### src/rtl/nvs_pkg.sv
package nvs_pkg;
    typedef enum logic [2:0] {
        ST_DOWN  = 3'd0,
        ST_CLEAR = 3'd1,
        ST_LOAD  = 3'd2,
        ST_READY = 3'd3,
        ST_SAVE  = 3'd4
    } nvs_state_t;
endpackage

### src/rtl/nvs_array.sv
module nvs_array #(
    parameter int DW         = 8,
    parameter int DEPTH      = 16,
    parameter bit CLR_ON_RST = 1'b0,
    localparam int AW        = $clog2(DEPTH)
) (
    input  logic          clk,
    input  logic          rst_n,
    input  logic          wr_en,
    input  logic [AW-1:0] waddr,
    input  logic [DW-1:0] wdata,
    input  logic [AW-1:0] raddr,
    output logic [DW-1:0] rdata
);
    logic [DW-1:0] mem [DEPTH];

    generate
        if (CLR_ON_RST) begin : g_blank
            // shadow copy starts blank after a controller reset
            always_ff @(posedge clk or negedge rst_n) begin
                if (!rst_n) begin
                    for (int i = 0; i < DEPTH; i++) mem[i] <= '0;
                end else if (wr_en) begin
                    mem[waddr] <= wdata;
                end
            end
        end else begin : g_plain
            // volatile copy: contents are established by the restore sequence
            logic unused_rst;
            assign unused_rst = rst_n;
            always_ff @(posedge clk) begin
                if (wr_en) mem[waddr] <= wdata;
            end
        end
    endgenerate

    assign rdata = mem[raddr];
endmodule

### src/rtl/nvs_fsm.sv
module nvs_fsm
    import nvs_pkg::*;
#(
    parameter int DEPTH       = 16,
    parameter int STORE_CYC   = 24,
    parameter int RESTORE_CYC = 40,
    localparam int AW         = $clog2(DEPTH)
) (
    input  logic          clk,
    input  logic          rst_n,
    input  logic          vsw_ok,
    input  logic          vrst_low,
    input  logic          ce,
    input  logic          we,
    input  logic          sw_store,
    output nvs_state_t    state,
    output logic [AW-1:0] idx,
    output logic          wr_ok,
    output logic          rd_ok,
    output logic          clr_we,
    output logic          load_we,
    output logic          save_we,
    output logic          busy,
    output logic          corrupt
);
    localparam int CMAX = (STORE_CYC > RESTORE_CYC) ? STORE_CYC : RESTORE_CYC;
    localparam int CW   = $clog2(CMAX + 1);
    localparam logic [CW-1:0] CLR_LAST  = CW'(DEPTH - 1);
    localparam logic [CW-1:0] LOAD_LAST = CW'(RESTORE_CYC - DEPTH - 1);
    localparam logic [CW-1:0] SAVE_LAST = CW'(STORE_CYC - 1);
    localparam logic [CW-1:0] DEPTH_C   = CW'(DEPTH);

    nvs_state_t    nxt;
    logic [CW-1:0] cnt;
    logic          vsw_q;
    logic          dirty;
    logic          auto_go;
    logic          sw_go;

    assign auto_go = vsw_q & ~vsw_ok & dirty;
    assign sw_go   = sw_store & vsw_ok;

    // next-state decision
    always_comb begin
        nxt = state;
        unique case (state)
            ST_DOWN:  if (vsw_ok && !vrst_low) nxt = ST_CLEAR;
            ST_CLEAR: if (cnt == CLR_LAST)     nxt = ST_LOAD;
            ST_LOAD:  if (cnt == LOAD_LAST)    nxt = ST_READY;
            ST_READY: if (auto_go || sw_go)    nxt = ST_SAVE;
            ST_SAVE:  if (cnt == SAVE_LAST)    nxt = ST_READY;
            default:                           nxt = ST_DOWN;
        endcase
        if (vrst_low) nxt = ST_DOWN;
    end

    // state register
    always_ff @(posedge clk or negedge rst_n) begin
        if (!rst_n) state <= ST_DOWN;
        else        state <= nxt;
    end

    // phase counter, supply history, dirty and corruption flags
    always_ff @(posedge clk or negedge rst_n) begin
        if (!rst_n) begin
            cnt     <= '0;
            vsw_q   <= 1'b0;
            dirty   <= 1'b0;
            corrupt <= 1'b0;
        end else begin
            vsw_q <= vsw_ok;
            if (nxt != state || state == ST_READY || state == ST_DOWN) cnt <= '0;
            else                                                       cnt <= cnt + 1'b1;
            if (wr_ok)
                dirty <= 1'b1;
            else if (nxt == ST_READY && (state == ST_SAVE || state == ST_LOAD))
                dirty <= 1'b0;
            if (state == ST_DOWN && nxt == ST_CLEAR)
                corrupt <= 1'b0;
            else if (state == ST_LOAD && nxt == ST_READY && ce && we)
                corrupt <= 1'b1;
        end
    end

    // outputs
    always_comb begin
        busy    = (state != ST_READY);
        wr_ok   = (state == ST_READY) && vsw_ok && ce && we;
        rd_ok   = (state == ST_READY) && ce && !we;
        clr_we  = (state == ST_CLEAR);
        load_we = (state == ST_LOAD) && (cnt < DEPTH_C);
        save_we = (state == ST_SAVE) && (cnt < DEPTH_C);
        idx     = cnt[AW-1:0];
    end
endmodule

### src/rtl/nvshadow_ctrl.sv
module nvshadow_ctrl
    import nvs_pkg::*;
#(
    parameter int DW          = 8,
    parameter int DEPTH       = 16,
    parameter int STORE_CYC   = 24,
    parameter int RESTORE_CYC = 40,
    localparam int AW         = $clog2(DEPTH)
) (
    input  logic          clk,
    input  logic          rst_n,
    input  logic          vsw_ok,
    input  logic          vrst_low,
    input  logic          ce,
    input  logic          we,
    input  logic          sw_store,
    input  logic [AW-1:0] addr,
    input  logic [DW-1:0] wdata,
    output logic [DW-1:0] rdata,
    output logic          busy,
    output logic [2:0]    state_o,
    output logic          corrupt
);
    nvs_state_t    st;
    logic [AW-1:0] idx;
    logic          wr_ok, rd_ok, clr_we, load_we, save_we;
    logic          ram_we;
    logic [AW-1:0] ram_waddr, ram_raddr;
    logic [DW-1:0] ram_wdata, ram_rd, nv_rd;

    nvs_fsm #(
        .DEPTH      (DEPTH),
        .STORE_CYC  (STORE_CYC),
        .RESTORE_CYC(RESTORE_CYC)
    ) i_fsm (
        .clk     (clk),
        .rst_n   (rst_n),
        .vsw_ok  (vsw_ok),
        .vrst_low(vrst_low),
        .ce      (ce),
        .we      (we),
        .sw_store(sw_store),
        .state   (st),
        .idx     (idx),
        .wr_ok   (wr_ok),
        .rd_ok   (rd_ok),
        .clr_we  (clr_we),
        .load_we (load_we),
        .save_we (save_we),
        .busy    (busy),
        .corrupt (corrupt)
    );

    assign ram_we    = wr_ok | clr_we | load_we;
    assign ram_waddr = wr_ok ? addr : idx;
    assign ram_wdata = wr_ok ? wdata : (load_we ? nv_rd : '0);
    assign ram_raddr = (st == ST_SAVE) ? idx : addr;

    nvs_array #(.DW(DW), .DEPTH(DEPTH), .CLR_ON_RST(1'b0)) i_ram (
        .clk  (clk),
        .rst_n(rst_n),
        .wr_en(ram_we),
        .waddr(ram_waddr),
        .wdata(ram_wdata),
        .raddr(ram_raddr),
        .rdata(ram_rd)
    );

    nvs_array #(.DW(DW), .DEPTH(DEPTH), .CLR_ON_RST(1'b1)) i_nv (
        .clk  (clk),
        .rst_n(rst_n),
        .wr_en(save_we),
        .waddr(idx),
        .wdata(ram_rd),
        .raddr(idx),
        .rdata(nv_rd)
    );

    assign rdata   = rd_ok ? ram_rd : '0;
    assign state_o = st;
endmodule

### config.mk
export PLATFORM = sky130hd
export DESIGN_NAME = nvshadow_ctrl
export DESIGN_NICKNAME = d
export VERILOG_FILES = /design/src/rtl/nvs_pkg.sv /design/src/rtl/nvs_array.sv /design/src/rtl/nvs_fsm.sv /design/src/rtl/nvshadow_ctrl.sv
export SDC_FILE = /design/constraint.sdc
export NUM_CORES = 1
export LEC_CHECK = 0
export BUFFER_PORTS_ARGS = -buffer_cell sky130_fd_sc_hd__buf_2
export CORE_UTILIZATION = 40
export CTS_CLUSTER_DIAMETER = 60
export CTS_CLUSTER_SIZE = 28
export DETAILED_ROUTE_END_ITERATION = 10
export PLACE_DENSITY = 0.53
export SLEW_MARGIN = 40
export SYNTH_ARGS = -nofsm -noshare
export SYNTH_HDL_FRONTEND = slang
export SYNTH_SLANG_ARGS = --single-unit
### constraint.sdc
create_clock -name clk -period 8.4 [get_ports clk]
set_input_delay 0.42 -clock clk [delete_from_list [all_inputs] [get_ports clk]]
set_output_delay 0.42 -clock clk [all_outputs]
set_load 0.05 [all_outputs]
==> results of run 1 <==
## power by group through the flow
stage / sequential (W) / combinational, W / clock (W)
after floorplan: 0.00140 / 0.0000752 / 0
after global placement: 0.00140 / 0.000129 / 0
after detailed placement: 0.00140 / 0.000129 / 0
after CTS: 0.00138 / 0.000130 / 0.00116
after global routing: 0.00138 / 0.000141 / 0.00122
final: 0.00138 / 0.000129 / 0.00114
## worst paths after layout
path | from | end | slack (ns) | cells after the start
worst max-delay path | i_fsm.state[1] | rdata[3] | 3.66 | 8
worst min-delay path | vsw_ok | i_fsm.vsw_q | 0.09 | 1
worst max register to register | i_fsm.state[1] | i_ram.mem[11][2] | 4.79 | 6
worst min register to register | i_nv.mem[37] | i_nv.mem[37] | 0.48 | 2
max in group asynchronous | rst_n | i_fsm.cnt[1] | 6.67 | 3
min in group asynchronous | rst_n | i_nv.mem[46] | 0.50 | 2
## cell type report
type,instances,area share (%)
Clock buffer,26,4.75
Clock inverter,20,1.40
Inverter,6,0.170
Multi-Input combinational cell,583,32.8
Sequential cell,268,55.5
Tap cell,384,3.62
Timing Repair Buffer,39,1.77
## repair_timing
action,in CTS,in global routing
endpoints found under the hold margin,66,0
resized for setup,0,0
setup buffers,0,0
hold buffers,1,0
## critical path, cell delays in order (launching register included)
cell and delay, ns:
dfrtp_1 0.55, or3b_1 0.78, a21oi_4 0.57, buf_4 0.33, nor2_1 0.20, a221oi_1 0.35
nand3_1 0.37, a21oi_1 0.30, buf_2 0.32
## metrics by stage
stage | worst slack, ns | util [%] | cells | hold slack (ns) | instance area, µm²
floorplan | 4.66 | - | 910 | 0.124 | 11900
global placement | 4.16 | 42.6 | 1278 | 0.456 | 12300
detailed placement | 4.08 | 42.8 | 1278 | 0.465 | 12400
CTS | 3.50 | 45.6 | 1325 | 0.0764 | 13200
global route | 3.52 | 45.8 | 1326 | 0.0824 | 13300
finish | 3.66 | 45.8 | 1326 | 0.0905 | 13300
## synthesized netlist by cell type, types with 3 or more instances
cell type,number
ha_1,4
inv_1,6
nand3_1,34
buf_4,3
a31oi_1,5
buf_2,5
o21ai_1,17
a21oi_1,23
mux4_2,48
mux2i_1,43
o211ai_1,5
nand2_1,153
dfrtp_1,140
a32oi_1,4
nor2b_1,6
nor3_1,6
mux2_2,30
a21o_1,3
clkbuf_1,38
a221oi_1,4
and3_1,7
o21ai_0,90
nor2_1,42
edfxtp_1,128
a32o_1,8
buf_1,5
o22a_1,3
## metal layers
layer	vias to the layer above	track usage, %
met3	48	3.17
met2	246	31.8
met5	-	0
met4	0	5.70
li1	3418	-
met1	3746	31.9
## logic make-up after synthesis
group	Yosys count	share of synthesized area [%]
AND/OR/NAND/NOR	271	10.1
XOR/XNOR	4	0.295
adder cells (fa/ha/maj)	4	0.421
buffers and inverters	59	2.14
multiplexers	123	15.8
AO/OA/AOI/OAI	181	9.41
flip-flops	268	61.9
## registers in the layout, summed over array words and instances, names as in the netlist
register,flops
i_ram.mem,128
i_fsm.corrupt,1
i_fsm.state,3
i_fsm.vsw_q,1
i_fsm.cnt,6
i_fsm.dirty,1
i_nv.mem,128
==> impl_metrics.ini, run 1 <==
[route]
firstDrtPassIters = 5
ant_nets = 0
vias = 7458
dr_wl_met3_um = 1900
drc = 0
drt_iter0_drc = 680
routed_wl_um = 31200
avgRoutedWirePerCell_um = 23.5
maxUsedRoutingLayer = met4
m1WireLength_um = 14600
dr_wl_met2_um = 13900
viasPerCell = 5.62

[synthesis]
ys_types = 61
syn_inst = 910
synth_top_cell_by_area = edfxtp_1
synth_seq_cells = 268
yosysWarnings = 0
syn_area_per_cell_um2 = 13.0
async_reset_ff_share_pct = 52.2
synth_nets = 933
synth_top_area_share_pct = 32.4
synthTopCellsByArea = edfxtp_1, dfrtp_1, mux4_2
ys.flop_type = dfrtp_1
netlist_area_mm2 = 0.0119
yosysSeqAreaShare_pct = 61.9
synth_enable_flop_cells = 128

[global_routing]
grt_pass1_vias = 7335
grt_util_all_layers_pct = 21.2
grt-ovfl-total = 0
antenna_found_initial = 2
grt_max_degree = 90
grt_first_pass_wirelength_um = 47500

[floorplanning]
fp.dieH_um = 174
ioPinCount = 32
core-area_mm2 = 0.0289
die_area_mm2 = 0.0304
rows = 62
initial_utilization_pct = 41.0
die_w_um = 174

[finish]
final_cell_mix = nand2_1, dfrtp_1, edfxtp_1
final_common_cell = nand2_1
final_nets = 946
area_growth_pct = 11.6
multi_input_area_mm2 = 0.00435
drive_gt1_share_pct = 20.6
n_fill_cell = 2622
regArea_mm2 = 0.00735
antennaDiodeCount = 0

[worst_setup_path]
arrival_ns = 4.32
worstSetupPathType = reg -> out
worst-path-max-fanout = 15
required_ns = 7.98
endpoint_kind = output port
critPathLaunchType = flip-flop

[power_and_ir_drop]
swShare_pct = 24.0
seqPwrFrac_pct = 52.0
power_density_mw_per_mm2 = 200
vdd_drop_max_v = 0.000151
leakage_nw = 5.12
power.total_w = 0.00265
p_int_w = 0.00201
p_comb_share_pct = 4.9
switchingPower_w = 0.000635
pwr-share-clk_pct = 43.1

[timing]
timing.slew.headroom_pct = 42.4
rsz0062_at_grt = false
period_share_pct = 56.4
tightest_slew_ns = 0.861
fmax_ghz = 0.211
clock_skew_ns = 0.0231
finalHoldViolCount = 0
tns_ns = 0
drv_slew = 0
setup_viol = 0
period_minus_slack_ns = 4.74

[placed_design]
hpwlAfterDp_um = 20800
gp_congestion = 0.851
io_buffers = 31

[clock_network]
cts.clk_slew.worst_paths_ns = 0.07
cts_buffers = 25
clock_path_buffers = 3
cts_tree = built
clockRootBuffer = clkbuf_16
clk_latency_ns = 0.54
htree_levels = 1
cts_sinks = 268

[worst_hold_path]
hold_class = in -> reg

[outcome]
status = finished, final reports clean

[run]
cap_violations = 0
(Power assumes the default switching activity.)
==> run 2, diff against run 1 <==
ABC_AREA = 1   (was not set)
PLACE_DENSITY = 0.55   (was 0.53)
clock period = 4 ns   (was 8.4 ns; I/O delays follow)
==> impl_metrics.ini, run 2 <==
[outcome]
status = finished, final reports clean

[worst_setup_path]
cpLargestDelayFamily = simple AND/OR/NAND/NOR gates
r2r-end = i_ram.mem[3][1]
worstSetupPathType = reg -> out
required_ns = 3.80
crit_path_top_delay_cell = dfrtp_1
arrival_ns = 3.39
rr_worst_depth = 7
r2r_start = i_fsm.state[1]
critPathMaxStageDelay_ns = 0.48
worst-path-buf-inv = 2
path_cells = nor2_4 -> nand2_4 -> nand2_1 -> nand2_2 -> buf_4 -> nand2_1 -> nand3_1 -> nand3_1 -> nand3_2 -> a21oi_1 -> buf_2
worst-path-max-fanout = 32
critPathLaunchType = flip-flop
reg2reg_slack_ns = 1.07
cp.depth = 11
endpoint_kind = output port

[clock_network]
cts.clk_slew.worst_paths_ns = 0.07
cts_sinks = 268
htree_levels = 1
cts_buffers = 28
clk_latency_ns = 0.57
clockRootBuffer = clkbuf_16
clock_path_buffers = 3
cts_tree = built

[synthesis]
async_reset_ff_share_pct = 52.2
synth_most_common_cell = nand2_1
synth_seq_cells = 268
yosysWarnings = 0
ys_types = 31
synth_top_area_share_pct = 29.9
yosysSeqAreaShare_pct = 57.1
synth_nets = 1523
synth_top_cell_by_area = edfxtp_1
synthTopCellsByCount = nand2_1, nand3_1, inv_1
ys.flop_type = dfrtp_1
netlist_area_mm2 = 0.0129
syn_area_per_cell_um2 = 8.58
synth_enable_flop_cells = 128
syn_inst = 1500
synthTopCellsByArea = edfxtp_1, dfrtp_1, nand2_1

[timing]
period_minus_slack_ns = 3.59
setup_viol = 0
drv_slew = 0
tns_ns = 0
rsz0062_at_grt = false
finalHoldViolCount = 0
period_share_pct = 89.8
tightest_slew_ns = 0.830
fmax_ghz = 0.279
timing.slew.headroom_pct = 44.5
clock_skew_ns = 0.0187

[global_routing]
grt-ovfl-total = 0
grt_max_degree = 95
grt_pass1_vias = 10047
antenna_found_initial = 0
grt_first_pass_wirelength_um = 59100
grt_util_all_layers_pct = 23.3

[route]
drt_iter0_drc = 951
ant_nets = 0
firstDrtPassIters = 6
vias = 10414
routed_wl_um = 37600
avgRoutedWirePerCell_um = 19.1
viasPerCell = 5.28
drc = 0

[power_and_ir_drop]
power_density_mw_per_mm2 = 431
leakage_nw = 6.34
vdd_drop_max_v = 0.000316

[floorplanning]
ioPinCount = 32
fp.dieH_um = 181
die_w_um = 181
initial_utilization_pct = 40.7
core-area_mm2 = 0.0316
die_area_mm2 = 0.0329
rows = 65

[finish]
final_nets = 1570
fin_area_mm2 = 0.0146
final_cell_mix = nand2_1, nand3_1, inv_1
antennaDiodeCount = 0
final_common_cell = nand2_1
drive_gt1_share_pct = 11.3
area_growth_pct = 13.6
top_regs = i_nv.mem (128), i_ram.mem (128), i_fsm.cnt (6)

[placed_design]
dpl_cell_area_mm2 = 0.0135
gp_congestion = 0.920
io_buffers = 31
hpwlAfterDp_um = 24500

[worst_hold_path]
hold_class = in -> reg
min_from = ce
min_to = i_fsm.corrupt
min_path_cells = 5

[run]
cap_violations = 0
run 2: where the power goes:
part	total (W)	switching, W	internal, W	leakage [nW]
Clock	0.00296	0.00142	0.00154	0.519
Sequential	0.00290	0.0000116	0.00289	2.60
Combinational	0.000440	0.000333	0.000107	3.22
Total	0.00630	0.00176	0.00454	6.34
run 2: layout make-up:
| type | count | area (µm²) |
|---|---|---|
| Fill cell | 3053 | 17000 |
| Timing Repair Buffer | 75 | 508 |
| Clock buffer | 29 | 726 |
| Sequential cell | 268 | 7350 |
| Clock inverter | 23 | 354 |
| Inverter | 165 | 619 |
| Tap cell | 402 | 503 |
| Multi-Input combinational cell | 1009 | 4560 |
run 2: worst reg2reg max path, cell delays in order (launching register included):
cell and delay (ns):
dfrtp_1 0.50, nand2_1 0.08, nor2_1 0.25, nand4_1 0.18, buf_4 0.24, o21ai_0 0.36, nand3_1 0.24, nor2_1 0.69
run 2: repair_timing:
action,in CTS,in global routing
gates resized for setup,0,0
hold endpoints to repair,96,0
hold buffers,5,0
setup buffers,0,0
run 2: kinds of logic (layout without fill, tap and decap cells):
group                      Yosys count  after routing  synth area share [%]
and+or+nand+nor                    881            881                  29.4
DFF                                268            268                  57.1
buffers and inverters              223            292                  7.66
AOI/OAI and AO/OA                  122            122                  5.35
adders and majority gates            4              4                 0.389
xor gates and xnor gates             2              2                 0.136
run 2: how the worst max path moves through the flow:
| stage | endpoint | start | slack (ns) |
|---|---|---|---|
| 6_report | rdata[4] | i_fsm.state[1] | 0.41 |
| 3_3_place_gp | rdata[4] | i_fsm.state[1] | 1.06 |
| 3_5_place_dp | rdata[4] | i_fsm.state[1] | 0.97 |
| 2_1_floorplan | rdata[7] | i_fsm.state[1] | 1.19 |
| 5_1_grt | rdata[4] | i_fsm.state[1] | 0.24 |
| 4_1_cts | rdata[4] | i_fsm.state[1] | 0.36 |
run 2: per-stage QoR:
stage,setup WS [ns],utilization [%],cells,hold slack (ns),power (W)
finish,0.409,46.2,1971,0.0525,0.00630
global route,0.241,46.2,1971,0.0794,0.00649
CTS,0.359,46.1,1971,0.0449,0.00635
detailed placement,0.970,42.6,1914,0.293,0.00340
global placement,1.06,42.5,1914,0.370,0.00340
floorplan,1.19,-,1500,-0.0956,0.00323
run 2: metal layers:
layer / track usage [%] / vias up / wire length, µm
li1: - / 4946 / -
met1: 32.4 / 5046 / 16700
met2: 38.0 / 344 / 17600
met3: 3.08 / 78 / 2310
met4: 6.88 / 0 / 960
met5: 0 / - / 0
